$ cat src/rtl/fpu_exc_pkg.sv
package fpu_exc_pkg;
  localparam int FLAG_W   = 6;
  localparam int SW_W     = 16;
  localparam int TOP_W    = 3;
  localparam int PREC_BIT = 5;
  localparam int INV_BIT  = 0;
  localparam logic [SW_W-1:0] CW_KEEP = 16'h1F3F;

  typedef struct packed {
    logic              busy;
    logic              c3;
    logic              c2;
    logic              c1;
    logic              c0;
    logic              es;
    logic              sf;
    logic [FLAG_W-1:0] flags;
  } stat_t;

  function automatic logic [SW_W-1:0] pack_sw(stat_t s, logic [TOP_W-1:0] top);
    return {s.busy, s.c3, top, s.c2, s.c1, s.c0, s.es, s.sf, s.flags};
  endfunction

  function automatic logic any_unmasked(logic [FLAG_W-1:0] f, logic [FLAG_W-1:0] m);
    return |(f & ~m);
  endfunction

  function automatic logic [FLAG_W-1:0] eff_flags(logic [FLAG_W-1:0] f, logic stk);
    logic [FLAG_W-1:0] r;
    r = f;
    if (stk) r[INV_BIT] = 1'b1;
    return r;
  endfunction
endpackage

$ cat src/rtl/fpu_ctrl_word.sv
module fpu_ctrl_word
  import fpu_exc_pkg::*;
#(
  parameter logic [SW_W-1:0] RESET_VAL = 16'h033F
) (
  input  logic            clk,
  input  logic            rst_n,
  input  logic            wr,
  input  logic [SW_W-1:0] wdata,
  output logic [SW_W-1:0] cw
);
  always_ff @(posedge clk or negedge rst_n) begin
    if (!rst_n)  cw <= RESET_VAL & CW_KEEP;
    else if (wr) cw <= wdata & CW_KEEP;
  end
endmodule

$ cat src/rtl/fpu_flag_merge.sv
module fpu_flag_merge
  import fpu_exc_pkg::*;
(
  input  stat_t             cur,
  input  logic [FLAG_W-1:0] mask,
  input  logic              rep_valid,
  input  logic [FLAG_W-1:0] rep_flags,
  input  logic              rep_stack,
  input  logic              rep_c1,
  input  logic              int_err,
  input  logic              clr_exc,
  input  logic              cc_wr,
  input  logic [3:0]        cc_wdata,
  output stat_t             nxt,
  output logic              unmask_hit,
  output logic              c1_dir_evt
);
  logic              rep_fire;
  logic              ierr_fire;
  logic [FLAG_W-1:0] rep_eff;

  assign ierr_fire  = int_err && !clr_exc;
  assign rep_fire   = rep_valid && !clr_exc && !int_err;
  assign rep_eff    = eff_flags(rep_flags, rep_stack);
  assign c1_dir_evt = rep_fire && (rep_stack || rep_flags[PREC_BIT]);
  assign unmask_hit = ierr_fire || (rep_fire && any_unmasked(rep_eff, mask));

  always_comb begin
    nxt = cur;
    if (cc_wr) begin
      nxt.c3 = cc_wdata[3];
      nxt.c2 = cc_wdata[2];
      nxt.c1 = cc_wdata[1];
      nxt.c0 = cc_wdata[0];
    end
    if (clr_exc) begin
      nxt.flags = '0;
      nxt.sf    = 1'b0;
      nxt.es    = 1'b0;
      nxt.busy  = 1'b0;
    end else if (ierr_fire) begin
      nxt.flags = '1;
      nxt.sf    = 1'b1;
      nxt.es    = 1'b1;
      nxt.busy  = 1'b1;
    end else if (rep_fire) begin
      nxt.flags = cur.flags | rep_eff;
      nxt.sf    = cur.sf | rep_stack;
      if (c1_dir_evt) nxt.c1 = rep_c1;
      if (any_unmasked(nxt.flags, mask)) begin
        nxt.es   = 1'b1;
        nxt.busy = 1'b1;
      end
    end
  end
endmodule

$ cat src/rtl/fpu_excstat_unit.sv
module fpu_excstat_unit
  import fpu_exc_pkg::*;
#(
  parameter logic [15:0] CW_RESET = 16'h033F
) (
  input  logic        clk,
  input  logic        rst_n,
  input  logic        rep_valid,
  input  logic [5:0]  rep_flags,
  input  logic        rep_stack,
  input  logic        rep_c1,
  input  logic        int_err,
  input  logic        cw_wr,
  input  logic [15:0] cw_wdata,
  input  logic        clr_exc,
  input  logic        cc_wr,
  input  logic [3:0]  cc_wdata,
  input  logic [2:0]  stk_top,
  output logic [15:0] status_word,
  output logic [15:0] ctrl_word,
  output logic        irq_pending,
  output logic        unmasked_pulse
);
  stat_t stat_q;
  stat_t stat_d;
  logic  unmask_hit;
  logic  c1_dir_evt;

  fpu_ctrl_word #(.RESET_VAL(CW_RESET)) u_cw (
    .clk  (clk),
    .rst_n(rst_n),
    .wr   (cw_wr),
    .wdata(cw_wdata),
    .cw   (ctrl_word)
  );

  fpu_flag_merge u_merge (
    .cur       (stat_q),
    .mask      (ctrl_word[FLAG_W-1:0]),
    .rep_valid (rep_valid),
    .rep_flags (rep_flags),
    .rep_stack (rep_stack),
    .rep_c1    (rep_c1),
    .int_err   (int_err),
    .clr_exc   (clr_exc),
    .cc_wr     (cc_wr),
    .cc_wdata  (cc_wdata),
    .nxt       (stat_d),
    .unmask_hit(unmask_hit),
    .c1_dir_evt(c1_dir_evt)
  );

  always_ff @(posedge clk or negedge rst_n) begin
    if (!rst_n) begin
      stat_q         <= '0;
      unmasked_pulse <= 1'b0;
    end else begin
      stat_q         <= stat_d;
      unmasked_pulse <= unmask_hit;
    end
  end

  assign status_word = pack_sw(stat_q, stk_top);
  assign irq_pending = stat_q.es;
endmodule

$ cat config.mk
export PLATFORM = sky130hd
export DESIGN_NAME = fpu_excstat_unit
export DESIGN_NICKNAME = d
export VERILOG_FILES = /design/src/rtl/fpu_exc_pkg.sv /design/src/rtl/fpu_ctrl_word.sv /design/src/rtl/fpu_flag_merge.sv /design/src/rtl/fpu_excstat_unit.sv
export SDC_FILE = /design/constraint.sdc
export NUM_CORES = 1
export LEC_CHECK = 0
export BUFFER_PORTS_ARGS = -buffer_cell sky130_fd_sc_hd__buf_2
export CORE_ASPECT_RATIO = 0.6
export CORE_MARGIN = 10
export CORE_UTILIZATION = 34
export DETAILED_ROUTE_END_ITERATION = 8
export PLACE_DENSITY = 0.66
export SYNTH_ARGS = -nofsm -noshare
export SYNTH_HDL_FRONTEND = slang
export SYNTH_SLANG_ARGS = --single-unit
$ cat constraint.sdc
create_clock -name clk -period 1.6 [get_ports clk]
set_input_delay 0.08 -clock clk [delete_from_list [all_inputs] [get_ports clk]]
set_output_delay 0.08 -clock clk [all_outputs]
set_load 0.02 [all_outputs]
==> run_summary.xml <==
<?xml version="1.0" encoding="UTF-8"?>
<metrics>
  <group name="timing">
    <metric name="setup_viol" unit="">0</metric>
    <metric name="final.min_clock_period" unit="ps">1240</metric>
    <metric name="grt_setup_unrepaired" unit="">no</metric>
    <metric name="finalCritPeriodShare" unit="%">77.6</metric>
    <metric name="worst_slew_margin_rel" unit="%">64.7</metric>
    <metric name="tns" unit="ps">0</metric>
    <metric name="max_freq" unit="MHz">805</metric>
    <metric name="hold_slack" unit="ps">29.2</metric>
    <metric name="setup_ws" unit="ps">358</metric>
    <metric name="timing_worst_slew_pin_value" unit="ps">529</metric>
    <metric name="report.final.slew_viol_count" unit="">0</metric>
    <metric name="finalClockSkew" unit="ps">1.22</metric>
    <metric name="hold_violations" unit="">0</metric>
  </group>
  <group name="placed_design">
    <metric name="post-place-ws" unit="ps">366</metric>
    <metric name="dp.final_hpwl" unit="um">2450</metric>
    <metric name="buffer_ports.inserted" unit="">55</metric>
    <metric name="dpl-instance-area" unit="mm2">0.00139</metric>
    <metric name="globalplace.congestion" unit="">0.742</metric>
  </group>
  <group name="floorplan">
    <metric name="dieHeight" unit="um">65.0</metric>
    <metric name="die-area" unit="mm2">0.00616</metric>
    <metric name="initial_core_util" unit="%">35.3</metric>
    <metric name="floorplan.die.width" unit="um">94.9</metric>
    <metric name="fp.coreArea" unit="mm2">0.00324</metric>
    <metric name="fp-row-count" unit="">16</metric>
    <metric name="ios" unit="">72</metric>
  </group>
  <group name="power">
    <metric name="net-switching-power" unit="mW">0.422</metric>
    <metric name="p_seq_share" unit="%">49.3</metric>
    <metric name="combPwrFrac" unit="%">22.2</metric>
    <metric name="irDropWorstVdd" unit="mV">0.473</metric>
    <metric name="power_switching_share" unit="%">29.1</metric>
    <metric name="p_int" unit="mW">1.03</metric>
    <metric name="power_frac_clock" unit="%">28.5</metric>
    <metric name="p_leak" unit="nW">0.695</metric>
    <metric name="cellPowerDensity" unit="mW/mm2">1000</metric>
  </group>
  <group name="critical_path">
    <metric name="timing.critical_path.required" unit="ps">1740</metric>
    <metric name="timing.critical_path.fanout_max" unit="">3</metric>
    <metric name="setup.worst_path.start" unit="">u_cw.cw[5]$_DFFE_PN1P_</metric>
    <metric name="worstSetupEndpointType" unit="">flip-flop</metric>
    <metric name="regToRegSetupSlack" unit="ps">360</metric>
    <metric name="worst-endpoint-arrival" unit="ps">1380</metric>
    <metric name="timing.rr.start" unit="">u_cw.cw[5]$_DFFE_PN1P_</metric>
    <metric name="timing_worst_setup_path_type" unit="">reg -&gt; reg</metric>
    <metric name="worst_r2r_path_depth" unit="">3</metric>
    <metric name="startpoint_type" unit="">flip-flop</metric>
  </group>
  <group name="clocking">
    <metric name="clk_root_buffer_cell" unit="">clkbuf_8</metric>
    <metric name="clockBufferDepth" unit="">2</metric>
    <metric name="cts_resized" unit="">0</metric>
    <metric name="cts_hold_repair.buffers" unit="">1</metric>
    <metric name="cts_tree" unit="">built</metric>
    <metric name="htreeDepth" unit="">1</metric>
    <metric name="clkTransAtPathRegs" unit="ps">80</metric>
    <metric name="worst_skew_pair.late_latency" unit="ps">270</metric>
    <metric name="post-cts-setup-buffers" unit="">0</metric>
    <metric name="clock-sinks" unit="">24</metric>
    <metric name="numCtsBuffers" unit="">3</metric>
  </group>
  <group name="routing">
    <metric name="met2RoutedLength" unit="um">1380</metric>
    <metric name="routed_wire_length_per_instance" unit="um">15.7</metric>
    <metric name="number_of_detailed_route_iterations_in_the_first_pass" unit="">3</metric>
    <metric name="via_per_inst" unit="">4.65</metric>
    <metric name="drt_drc_violations_left" unit="">0</metric>
    <metric name="detailroute.wirelength.met3" unit="um">357</metric>
    <metric name="detailedRoute.firstIterationViolations" unit="">28</metric>
    <metric name="met1Wirelength" unit="um">1260</metric>
    <metric name="top_layer" unit="">met4</metric>
    <metric name="ant_nets" unit="">0</metric>
    <metric name="routed_wl" unit="um">3000</metric>
    <metric name="vias" unit="">889</metric>
  </group>
  <group name="synthesis">
    <metric name="netlist-cell-type-count" unit="">25</metric>
    <metric name="yosysSeqAreaShare" unit="%">53.3</metric>
    <metric name="synth_cells" unit="">96</metric>
    <metric name="netlist_top_cells_area" unit="">dfrtp_1 (35%), dfstp_2 (18%), mux2_2 (12%), buf_4 (7.9%), a211oi_1 (3.9%)</metric>
    <metric name="synth_seq_cells" unit="">24</metric>
    <metric name="number_of_enable_type_register_cells_in_the_synthesized_netlist" unit="">0</metric>
    <metric name="post_synth_instance_area" unit="mm2">0.00114</metric>
    <metric name="synth_compound_area_share" unit="%">13.7</metric>
    <metric name="synth_top_family_by_area" unit="">multiplexers</metric>
    <metric name="synth.area.mux_share" unit="%">14.4</metric>
    <metric name="synth-xor-area-share" unit="%">0</metric>
    <metric name="synth_area_per_cell" unit="um2">11.9</metric>
    <metric name="synth_fa_ha_area_share" unit="%">0</metric>
    <metric name="netlist.top_cell.by_area" unit="">dfrtp_1</metric>
    <metric name="synth-simple-area-share" unit="%">8.31</metric>
    <metric name="synth_top_area_share" unit="%">35.0</metric>
    <metric name="synth_async_sr_flop_share" unit="%">100</metric>
    <metric name="yosysWarnings" unit="">0</metric>
    <metric name="dominantRegCellSynth" unit="">dfrtp_1</metric>
  </group>
  <group name="min_path">
    <metric name="timing.hold.worst.start" unit="">cw_wdata[5]</metric>
    <metric name="class_of_the_worst_hold_path" unit="">in -&gt; reg</metric>
    <metric name="hold-path-cell-count" unit="">3</metric>
  </group>
  <group name="grt">
    <metric name="track_usage" unit="%">9.73</metric>
    <metric name="gr_overflow_total" unit="">0</metric>
    <metric name="grt_first_pass_wirelength" unit="um">4810</metric>
    <metric name="antenna_found_initial" unit="">0</metric>
    <metric name="number_of_global_route_vias_before_repair" unit="">1005</metric>
    <metric name="pin_count_of_the_biggest_net_entering_global_routing" unit="">25</metric>
  </group>
  <group name="layout">
    <metric name="stdcell_area" unit="mm2">0.00145</metric>
    <metric name="area_growth_syn_to_layout" unit="%">26.7</metric>
    <metric name="layout-drive-gt1-share" unit="%">57.5</metric>
    <metric name="antenna-diode-count" unit="">0</metric>
    <metric name="final_net_count" unit="">185</metric>
  </group>
  <group name="outcome">
    <metric name="run_status" unit="">finished clean</metric>
  </group>
  <group name="flow_run">
    <metric name="max_cap_viol_count" unit="">0</metric>
  </group>
</metrics>
synth_stat cells, types with 2 or more instances:
cell	n
dfrtp_1	16
buf_4	12
mux2_2	12
nor2_1	12
dfstp_2	8
a211oi_1	6
o21bai_1	4
o21ai_0	3
a21oi_1	2
inv_1	2
mux2_4	2
nand2_1	2
nor2b_1	2
nor3_1	2
path summary, 6_finish.rpt:
kind | end
setup / recovery | unmasked_pulse$_DFF_PN0_
hold / removal | u_cw.cw[5]$_DFFE_PN1P_
setup reg to reg | unmasked_pulse$_DFF_PN0_
hold reg to reg | status_word[6]$_DFFE_PN0P_
max in group asynchronous | u_cw.cw[9]$_DFFE_PN1P_
min in group asynchronous | status_word[9]$_DFF_PN0_
cell usage in the layout (no fill, tap or decap), drive strengths merged, types with 3 or more instances in the layout:
master / instances
a211oi: 6
buf: 55
clkbuf: 4
conb: 5
dfrtp: 16
dfstp: 8
mux2: 14
nor2: 13
nor2b: 3
o21ai: 3
o21bai: 4
power by group through the flow:
stage | sequential (mW) | combinational [mW] | clock, mW
3_5_place_dp | 0.726 | 0.327 | 0
6_report | 0.714 | 0.322 | 0.413
3_3_place_gp | 0.721 | 0.319 | 0
5_1_grt | 0.725 | 0.353 | 0.456
2_1_floorplan | 0.793 | 0.147 | 0
4_1_cts | 0.716 | 0.329 | 0.431
state kept, by name (all words and copies together), names as in the netlist:
| register | cells |
|---|---|
| irq_pending | 1 |
| status_word | 11 |
| u_cw.cw | 11 |
| unmasked_pulse | 1 |
worst max-delay path, cell delays in order (launching register included):
cell	delay, ps
dfstp_2	540
inv_1	50
a2111oi_2	370
a311oi_1	150
cell type report:
type | instances | area, um2
clock buffers | 4 | 55.1
flip-flops and latches | 24 | 611
repair buffers | 56 | 285
inverters | 2 | 7.51
multi-input cells | 60 | 435
well taps | 45 | 56.3
fillers | 319 | 1790
through the flow:
stage,util [%],cells,power (mW)
2_1_floorplan,-,100,0.940
3_3_place_gp,42.7,186,1.04
3_5_place_dp,42.7,186,1.05
4_1_cts,44.7,191,1.48
5_1_grt,44.7,191,1.53
6_report,44.7,191,1.45
layer usage:
metal,track usage (%),vias to the layer above
met5,0,-
met4,2.23,0
met3,5.40,2
met2,15.9,40
met1,10.9,428
li1,-,419
logic make-up (layout without fill, tap and decap cells):
family | count (synthesis) | in the layout
other | 1 | 5
and+or+nand+nor | 20 | 20
buffers and inverters | 16 | 62
muxes | 14 | 14
DFF | 24 | 24
AOI/OAI and AO/OA | 21 | 21
Note: power is estimated with default switching activity, not from simulation.
